[config.mk]
export PLATFORM = sky130hd
export DESIGN_NAME = chirp_pulse_gen
export DESIGN_NICKNAME = d
export VERILOG_FILES = /design/src/rtl/chirp_pkg.sv /design/src/rtl/chirp_freq_ramp.sv /design/src/rtl/chirp_phase_acc.sv /design/src/rtl/chirp_cordic.sv /design/src/rtl/chirp_pulse_gen.sv
export SDC_FILE = /design/constraint.sdc
export NUM_CORES = 2
export LEC_CHECK = 0
export ABC_AREA = 1
export BUFFER_PORTS_ARGS = -buffer_cell sky130_fd_sc_hd__buf_2
export CORE_ASPECT_RATIO = 1.4
export CORE_MARGIN = 5
export CORE_UTILIZATION = 44
export DETAILED_ROUTE_END_ITERATION = 8
export SLEW_MARGIN = 10
export SYNTH_ARGS = -nofsm -noshare
export SYNTH_HDL_FRONTEND = slang
export SYNTH_HIERARCHICAL = 1
export SYNTH_SLANG_ARGS = --single-unit
[constraint.sdc]
create_clock -name clk -period 3.95 [get_ports clk]
set_input_delay 0.395 -clock clk [delete_from_list [all_inputs] [get_ports clk]]
set_output_delay 0.395 -clock clk [all_outputs]
set_load 0.1 [all_outputs]
[src/rtl/chirp_pkg.sv]
package chirp_pkg;

  localparam real TWO_PI = 8.0 * $atan(1.0);

  // Rotation angle of stage k, atan(2^-k), in units where 2^zw is a full turn.
  function automatic int atan_code(input int stage, input int zw);
    real a;
    a = $atan(1.0 / (2.0 ** stage));
    return $rtoi(a / TWO_PI * (2.0 ** zw) + 0.5);
  endfunction

  // True when the top two angle bits place the vector in the left half-plane.
  function automatic logic quad_flip(input logic [1:0] top);
    return (top == 2'b01) || (top == 2'b10);
  endfunction

endpackage

[src/rtl/chirp_freq_ramp.sv]
module chirp_freq_ramp #(
  parameter int FW = 32
) (
  input  logic          clk,
  input  logic          rst,
  input  logic          tx_en,
  input  logic          pulse_start,
  input  logic [FW-1:0] start_word,
  input  logic [FW-1:0] incr_word,
  output logic [FW-1:0] freq_o
);
  logic          en_q;
  logic [FW-1:0] freq_q;

  always_ff @(posedge clk) begin
    if (rst || !tx_en) begin
      en_q   <= 1'b0;
      freq_q <= '0;
    end else begin
      en_q <= 1'b1;
      if (pulse_start || !en_q) freq_q <= start_word;
      else                      freq_q <= freq_q + incr_word;
    end
  end

  assign freq_o = freq_q;

  assert_load_R2: assert property (@(posedge clk) disable iff (rst)
    (tx_en && !en_q) |=> (freq_q == $past(start_word)));
  assert_step_R2: assert property (@(posedge clk) disable iff (rst)
    (tx_en && en_q && !pulse_start) |=> (freq_q == $past(freq_q) + $past(incr_word)));
  assert_restart_R3: assert property (@(posedge clk) disable iff (rst)
    (tx_en && pulse_start) |=> (freq_q == $past(start_word)));
  assert_freq_clear_R7: assert property (@(posedge clk) disable iff (rst)
    !tx_en |=> (freq_q == '0));
endmodule

[src/rtl/chirp_phase_acc.sv]
module chirp_phase_acc #(
  parameter int FW  = 32,
  parameter int AGW = 16
) (
  input  logic           clk,
  input  logic           rst,
  input  logic           tx_en,
  input  logic [FW-1:0]  freq_i,
  output logic [AGW-1:0] angle_o,
  output logic           vld_o
);
  logic [FW-1:0] phase_q;

  always_ff @(posedge clk) begin
    if (rst || !tx_en) begin
      phase_q <= '0;
      vld_o   <= 1'b0;
    end else begin
      phase_q <= phase_q + freq_i;
      vld_o   <= 1'b1;
    end
  end

  assign angle_o = phase_q[FW-1 -: AGW];

  assert_wrap_R8: assert property (@(posedge clk) disable iff (rst)
    tx_en |=> (phase_q == $past(phase_q) + $past(freq_i)));
  assert_phase_clear_R7: assert property (@(posedge clk) disable iff (rst)
    !tx_en |=> (phase_q == '0 && !vld_o));
endmodule

[src/rtl/chirp_cordic.sv]
module chirp_cordic #(
  parameter int AW   = 16,
  parameter int AGW  = 16,
  parameter int NSTG = 16,
  localparam int DW  = AW + 2,
  localparam int ZW  = AGW + 2
) (
  input  logic                 clk,
  input  logic                 rst,
  input  logic                 flush,
  input  logic                 vld_i,
  input  logic [AGW-1:0]       ang_i,
  input  logic signed [AW-1:0] mag_i,
  output logic                 vld_o,
  output logic signed [DW-1:0] x_o,
  output logic signed [DW-1:0] y_o
);
  logic signed [DW-1:0] xs [NSTG+1];
  logic signed [DW-1:0] ys [NSTG+1];
  logic signed [ZW-1:0] zs [NSTG+1];
  logic                 vs [NSTG+1];

  // Quadrant pre-rotation: a half turn brings any angle into [-90, 90) degrees.
  logic                 flip;
  logic [AGW-1:0]       ang_rot;
  logic signed [DW-1:0] mag_ext;
  logic signed [DW-1:0] xp;
  logic signed [ZW-1:0] zp;
  logic                 vp;

  always_comb begin
    flip    = chirp_pkg::quad_flip(ang_i[AGW-1 -: 2]);
    ang_rot = ang_i ^ {flip, {(AGW-1){1'b0}}};
    mag_ext = DW'(mag_i);
  end

  always_ff @(posedge clk) begin
    if (rst || flush) vp <= 1'b0;
    else              vp <= vld_i;
    xp <= flip ? -mag_ext : mag_ext;
    zp <= {ang_rot, 2'b00};
  end

  assign xs[0] = xp;
  assign ys[0] = '0;
  assign zs[0] = zp;
  assign vs[0] = vp;

  for (genvar k = 0; k < NSTG; k++) begin : g_stage
    localparam logic signed [ZW-1:0] ATAN_K = ZW'(chirp_pkg::atan_code(k, ZW));
    logic signed [DW-1:0] xr, yr;
    logic signed [ZW-1:0] zr;
    logic                 vr;

    always_ff @(posedge clk) begin
      if (rst || flush) vr <= 1'b0;
      else              vr <= vs[k];
      if (zs[k][ZW-1]) begin
        xr <= xs[k] + (ys[k] >>> k);
        yr <= ys[k] - (xs[k] >>> k);
        zr <= zs[k] + ATAN_K;
      end else begin
        xr <= xs[k] - (ys[k] >>> k);
        yr <= ys[k] + (xs[k] >>> k);
        zr <= zs[k] - ATAN_K;
      end
    end

    assign xs[k+1] = xr;
    assign ys[k+1] = yr;
    assign zs[k+1] = zr;
    assign vs[k+1] = vr;
  end

  assign x_o   = xs[NSTG];
  assign y_o   = ys[NSTG];
  assign vld_o = vs[NSTG];

  localparam logic signed [ZW-1:0] ZBOUND = ZW'(chirp_pkg::atan_code(NSTG-1, ZW) + NSTG);

  assert_converged_R4: assert property (@(posedge clk) disable iff (rst)
    vs[NSTG] |-> ((zs[NSTG] <= ZBOUND) && (zs[NSTG] >= -ZBOUND)));
  assert_flush_R7: assert property (@(posedge clk) disable iff (rst)
    flush |=> !vs[NSTG]);
endmodule

[src/rtl/chirp_pulse_gen.sv]
module chirp_pulse_gen #(
  parameter int FREQ_W = 32,
  parameter int AMP_W  = 16,
  parameter int ANG_W  = 16,
  parameter int STAGES = 16
) (
  input  logic                    clk,
  input  logic                    rst,
  input  logic                    tx_en,
  input  logic                    pulse_start,
  input  logic [FREQ_W-1:0]       start_word,
  input  logic [FREQ_W-1:0]       incr_word,
  input  logic signed [AMP_W-1:0] amplitude,
  output logic signed [AMP_W-1:0] sample_i,
  output logic signed [AMP_W-1:0] sample_q,
  output logic                    sample_valid
);
  localparam int DW = AMP_W + 2;

  logic [FREQ_W-1:0]    freq_w;
  logic [ANG_W-1:0]     angle_w;
  logic                 ph_vld;
  logic                 c_vld;
  logic signed [DW-1:0] c_x, c_y;
  logic                 fire;

  chirp_freq_ramp #(.FW(FREQ_W)) u_ramp (
    .clk(clk), .rst(rst), .tx_en(tx_en), .pulse_start(pulse_start),
    .start_word(start_word), .incr_word(incr_word), .freq_o(freq_w)
  );

  chirp_phase_acc #(.FW(FREQ_W), .AGW(ANG_W)) u_phase (
    .clk(clk), .rst(rst), .tx_en(tx_en), .freq_i(freq_w),
    .angle_o(angle_w), .vld_o(ph_vld)
  );

  chirp_cordic #(.AW(AMP_W), .AGW(ANG_W), .NSTG(STAGES)) u_cordic (
    .clk(clk), .rst(rst), .flush(!tx_en), .vld_i(ph_vld),
    .ang_i(angle_w), .mag_i(amplitude),
    .vld_o(c_vld), .x_o(c_x), .y_o(c_y)
  );

  assign fire = tx_en && c_vld;

  always_ff @(posedge clk) begin
    if (rst) begin
      sample_valid <= 1'b0;
      sample_i     <= '0;
      sample_q     <= '0;
    end else begin
      sample_valid <= fire;
      sample_i     <= fire ? c_x[AMP_W:1] : '0;
      sample_q     <= fire ? c_y[AMP_W:1] : '0;
    end
  end

  assert_idle_zero_R7: assert property (@(posedge clk) disable iff (rst)
    !tx_en |=> (!sample_valid && sample_i == '0 && sample_q == '0));
  assert_valid_follows_R6: assert property (@(posedge clk) disable iff (rst)
    sample_valid |-> $past(tx_en));
  assert_quiet_R1: assert property (@(posedge clk) disable iff (rst)
    !sample_valid |-> (sample_i == '0 && sample_q == '0));
endmodule

# Yosys cells after proc, flatten, opt, wreduce, memory -nomap -nowiden
# Index checks and enable logic that the tools add are counted.
# totals
output_inout_bits	33
regBits	993
in_bits	84
elab_cells	226
# classes
n_eq_ne	2
add_sub_neg	94
reduce_logical	7
bitwise_logic	2
mux	49
# ops
operator	n
$mux W18	45
$add A32 B32 Y32	2
$add A18 B10 Y18	2
$add A18 B11 Y18	2
$add A18 B12 Y18	2
$add A18 B13 Y18	2
$add A18 B14 Y18	2
$add A18 B15 Y18	2
$add A18 B16 Y18	2
$add A18 B17 Y18	2
$add A18 B4 Y18	2
$add A18 B5 Y18	2
$add A18 B6 Y18	2
$add A18 B7 Y18	2
$add A18 B8 Y18	2
$add A18 B9 Y18	2
$sub A18 B10 Y18	2
$sub A18 B11 Y18	2
$sub A18 B12 Y18	2
$sub A18 B13 Y18	2
$sub A18 B14 Y18	2
$sub A18 B15 Y18	2
$sub A18 B16 Y18	2
$sub A18 B17 Y18	2
other kinds (51)	63

# Logic depth before layout (Yosys ltp)
# depth
depth_word	3
mapped_depth	19

# Cells and area by module
# The synthesis kept the hierarchy.
# modules_own_cells
module	area_each_um2	cells_per_inst	n_inst
chirp_cordic	63779.9	9152	1
chirp_freq_ramp	3667.3	672	1
chirp_phase_acc	3353.2	586	1
chirp_pulse_gen	1036.0	104	1

# Worst setup path after synthesis
# Ideal clock, no wire load.
# synth_timing
kind	register -> register
start	register u_cordic.g_stage[11].zr[17]
end	register u_cordic.g_stage[12].xr[14]
path_buffers	2
t_arrival_ps	2461
setup_slack_ps	1377
synth_period_minus_slack_ps	2573
stages_incl_launch_ff	13
setup_ps	112
t_required_ps	3838
path_cell_list	dfxtp_1 -> buf_4 -> inv_1 -> buf_1 -> o21ai_0 -> fa_1 -> nand3_1 -> nand2_1 -> nand2_1 -> nand3_1 -> nand3_1 -> a21o_1 -> nand2_1
# synth_via
elab_chain_cells	1
# synth_rtl
item	line_no	text
from (decl)	chirp_cordic.sv:52	logic signed [ZW-1:0] zr;
from (signal assigned)	chirp_cordic.sv:61	zr <= zs[k] + ATAN_K;
from (signal assigned)	chirp_cordic.sv:65	zr <= zs[k] - ATAN_K;
$mux W18	chirp_cordic.sv:58	if (zs[k][ZW-1]) begin
to (signal assigned)	chirp_cordic.sv:59	xr <= xs[k] + (ys[k] >>> k);
to (signal assigned)	chirp_cordic.sv:63	xr <= xs[k] - (ys[k] >>> k);
to (decl)	chirp_cordic.sv:51	logic signed [DW-1:0] xr, yr;
# Every way passes these cells.
# A chain may end at the register's enable or synchronous reset.

# Worst setup path after layout
# layout_timing
start	register u_cordic.g_stage[4].yr[5]
end	register u_cordic.g_stage[5].xr[17]
# layout_via
elab_chain_cells	2
elab_cells_between_ends	3
# layout_rtl
item	line_no	text
from (decl)	chirp_cordic.sv:51	
from (signal assigned)	chirp_cordic.sv:60	yr <= ys[k] - (xs[k] >>> k);
from (signal assigned)	chirp_cordic.sv:64	yr <= ys[k] + (xs[k] >>> k);
$sub A18 B13 Y18 / $add A18 B13 Y18 (equally long branches)	chirp_cordic.sv:63, chirp_cordic.sv:59	
$mux W18 *	chirp_cordic.sv:58	
to (signal assigned)	chirp_cordic.sv:59	
to (signal assigned)	chirp_cordic.sv:63	
to (decl)	chirp_cordic.sv:51	
# Every way passes the cells marked *; elsewhere a longest branch is shown, timed or not.

==> flow_summary.html <==
<table>
<tr><th>Metric</th><th>Value</th></tr>
<tr><th colspan="2">Outcome</th></tr>
<tr><td>Outcome</td><td>finished clean</td></tr>
<tr><th colspan="2">Die</th></tr>
<tr><td>Number of I/O pins</td><td>117</td></tr>
<tr><td>Overall die width</td><td>351 um</td></tr>
<tr><td>Initial core utilization</td><td>0.441</td></tr>
<tr><td>Die Y-Extent</td><td>487 um</td></tr>
<tr><td>Standard cell core area</td><td>162,000 um2</td></tr>
<tr><td>Row count</td><td>175</td></tr>
<tr><td>Die outline area</td><td>171,000 um2</td></tr>
<tr><th colspan="2">Clocking</th></tr>
<tr><td>Total number of clock tree sinks</td><td>958</td></tr>
<tr><td>Root buffer selected by CTS</td><td>sky130_fd_sc_hd__clkbuf_16</td></tr>
<tr><td>Num CTS Buffers</td><td>105</td></tr>
<tr><td># H-tree levels</td><td>3</td></tr>
<tr><td>Clock-pin slew on the worst setup and hold paths</td><td>60 ps</td></tr>
<tr><td>Worst-skew pair later-pin latency</td><td>740 ps</td></tr>
<tr><td>Longest Clk Path Bufs</td><td>3</td></tr>
<tr><td>Postcts setup bufs</td><td>0</td></tr>
<tr><td>TritonCTS clock tree</td><td>done</td></tr>
<tr><th colspan="2">Place</th></tr>
<tr><td>Count of input and output buffers</td><td>116</td></tr>
<tr><td>Post-DP HPWL</td><td>170 mm</td></tr>
<tr><td>Placer Congestion</td><td>0.958</td></tr>
<tr><th colspan="2">Min path</th></tr>
<tr><td>Path type of the worst min-delay path</td><td>input port to register</td></tr>
<tr><th colspan="2">Finish</th></tr>
<tr><td>Most common library cell in the layout ignoring fill and taps</td><td>sky130_fd_sc_hd__nand2_1</td></tr>
<tr><td>Area growth from synthesis to layout</td><td>9.96%</td></tr>
<tr><td>Fillcell total</td><td>16.5k</td></tr>
<tr><td>Share of layout cells above drive strength 1</td><td>0.0448</td></tr>
<tr><td>Most frequent cells in the layout</td><td>sky130_fd_sc_hd__nand2_1 (2,765), sky130_fd_sc_hd__inv_1 (1,405), sky130_fd_sc_hd__nor2_1 (999)</td></tr>
<tr><td>Final nets</td><td>11.7k</td></tr>
<tr><th colspan="2">Timing</th></tr>
<tr><td>Shortest period the worst path allows</td><td>3120 ps</td></tr>
<tr><td>Final clock period utilization by the worst path</td><td>0.789</td></tr>
<tr><td>Number of hold-slack violations in the final timing report</td><td>0</td></tr>
<tr><td>Post-route clock skew</td><td>23.4 ps</td></tr>
<tr><td>Pin slew with the least headroom to its limit</td><td>998 ps</td></tr>
<tr><td>Number of max-slew violations in the final report</td><td>0</td></tr>
<tr><td>Total negative setup slack</td><td>0 ps</td></tr>
<tr><td>Max transition margin</td><td>0.334</td></tr>
<tr><td>Peak Freq</td><td>321 MHz</td></tr>
<tr><td>RSZ-0062 raised after global routing</td><td>false</td></tr>
<tr><td>Final setup viols</td><td>0</td></tr>
<tr><th colspan="2">Drt</th></tr>
<tr><td>Number of remaining DRC errors</td><td>0</td></tr>
<tr><td>Via-per-instance ratio</td><td>5.11</td></tr>
<tr><td>Remaining antenna violation count after routing</td><td>0</td></tr>
<tr><td>Total Wirelength</td><td>203 mm</td></tr>
<tr><td>Routed length per placed instance</td><td>15.7 um</td></tr>
<tr><td>Number of vias after detailed routing</td><td>66.0k</td></tr>
<tr><td>Iteration count of the initial detailed-routing pass</td><td>7</td></tr>
<tr><td>First-iteration detailed-routing DRC count</td><td>3,171</td></tr>
<tr><th colspan="2">Synth</th></tr>
<tr><td>Combined area of all synthesized cells</td><td>71,600 um2</td></tr>
<tr><td>Post-synthesis net count</td><td>11.5k</td></tr>
<tr><td>Gate count of the mapped netlist</td><td>10.5k</td></tr>
<tr><td>Count of warnings emitted by yosys</td><td>6</td></tr>
<tr><td>Post-Synthesis Mean Instance Area</td><td>6.83 um2</td></tr>
<tr><th colspan="2">Critical path</th></tr>
<tr><td>Capturing element of the worst setup path</td><td>u_cordic/g_stage[5].xr[17]</td></tr>
<tr><td>Logic depth of the worst register-to-register path</td><td>16</td></tr>
<tr><td>Startpoint type of the worst setup path</td><td>register</td></tr>
<tr><td>Endpoint of the worst register-to-register path</td><td>u_cordic/g_stage[5].xr[17]</td></tr>
<tr><td>Worst EP arrival</td><td>3750 ps</td></tr>
<tr><td>Setup crit start</td><td>u_cordic/g_stage[4].yr[5]</td></tr>
<tr><td>Register-to-register setup slack</td><td>830 ps</td></tr>
<tr><td>Worst reg2reg startpoint</td><td>u_cordic/g_stage[4].yr[5]</td></tr>
<tr><td>Worst-path fanout max</td><td>5</td></tr>
<tr><td>Worst path required time</td><td>4580 ps</td></tr>
<tr><td>Worst Setup End Kind</td><td>register</td></tr>
<tr><td>Classification of the worst setup path</td><td>register to register</td></tr>
<tr><th colspan="2">Job</th></tr>
<tr><td>Max-cap viol count</td><td>0</td></tr>
<tr><th colspan="2">Global routing</th></tr>
<tr><td>Overall fraction of global-route tracks in use</td><td>0.232</td></tr>
<tr><td>Number of global-route vias before repair</td><td>66.3k</td></tr>
<tr><td>Leftover overflow at the end of global routing</td><td>0</td></tr>
<tr><td>Global-route wire length before repair</td><td>326 mm</td></tr>
<tr><td>Pin count of the biggest net entering global routing</td><td>34</td></tr>
<tr><td>Number of antenna violations at the first check in global routing</td><td>1</td></tr>
</table>
-- sequential cells by signal (all words and copies together), names as in the netlist, 15 cells and up --
name	count
u_ramp/freq_o	32
u_cordic/g_stage.xr	269
u_cordic/g_stage.vr	15
u_cordic/y_o	16
u_phase/phase_q	32
u_cordic/xp	18
sample_q	16
u_cordic/g_stage.zr	237
u_cordic/zp	16
u_cordic/x_o	16
sample_i	16
u_cordic/g_stage.yr	270
-- stage by stage --
stage,setup WS (ps),std cells,hold WS [ps],utilization,cell area [um2]
floorplan,1380,10481,310,-,71600
global placement,868,12664,311,0.460,74600
detailed placement,916,12664,312,0.460,74600
CTS,911,12904,13.3,0.485,78800
global route,596,12905,98.3,0.485,78800
finish,832,12905,88.3,0.485,78800
-- worst min path at each step --
stage,depth (start not counted),endpoint,startpoint
after detailed placement,0,u_cordic/g_stage[4].zr[1],u_cordic/g_stage[3].zr[1]
after global placement,0,u_cordic/g_stage[6].zr[1],u_cordic/g_stage[5].zr[1]
final,5,u_ramp/freq_o[3],start_word[3]
after global routing,5,u_ramp/freq_o[3],start_word[3]
after floorplan,0,u_cordic/g_stage[0].zr[10],u_cordic/zp[10]
after CTS,6,u_ramp/freq_o[31],incr_word[31]
-- critical path: stages, from the launching register on --
cell                      delay [ps]
sky130_fd_sc_hd__dfxtp_1         380
sky130_fd_sc_hd__inv_1           110
sky130_fd_sc_hd__ha_1            170
sky130_fd_sc_hd__nand3_1         130
sky130_fd_sc_hd__nor2_1          200
sky130_fd_sc_hd__nand4_1         120
sky130_fd_sc_hd__o21ai_0         480
sky130_fd_sc_hd__o41ai_1         240
sky130_fd_sc_hd__ha_1            400
sky130_fd_sc_hd__nand2_1         170
sky130_fd_sc_hd__inv_1            60
sky130_fd_sc_hd__a21oi_1         220
sky130_fd_sc_hd__nor2_1           60
sky130_fd_sc_hd__nor2_1          130
sky130_fd_sc_hd__nand2_1          70
sky130_fd_sc_hd__nand2_1          50
sky130_fd_sc_hd__nand2_1          40
-- final cells by class --
class                           count  area, um2  share of cell area
Clock inverter                     47        712             0.00904
Inverter                         1431       5370              0.0682
Sequential cell                   958      19200               0.244
Clock buffer                      146       2960              0.0376
Timing Repair Buffer              188       1240              0.0157
Multi-Input combinational cell   8010      46600               0.592
Antenna cell                        1       2.50           0.0000318
Tap cell                         2124       2660              0.0337
-- layer usage --
layer	routed length, um	vias up	part of all wire	track usage
met5	0	-	0	0
met1	73800	29955	0.36	0.223
met2	112000	1140	0.55	0.476
met3	5840	490	0.029	0.0233
met4	11500	0	0.057	0.122
li1	-	34369	-	-
-- repair_timing --
item                                   4_1_cts  5_1_grt
hold buffers                                47        0
setup endpoints to repair                    0        0
resized for setup                            0        0
endpoints found under the hold margin       43        0
Power is left out: the tool's default activity adds up to more than one toggle a clock period on the data nets, which glitch-free logic cannot reach.
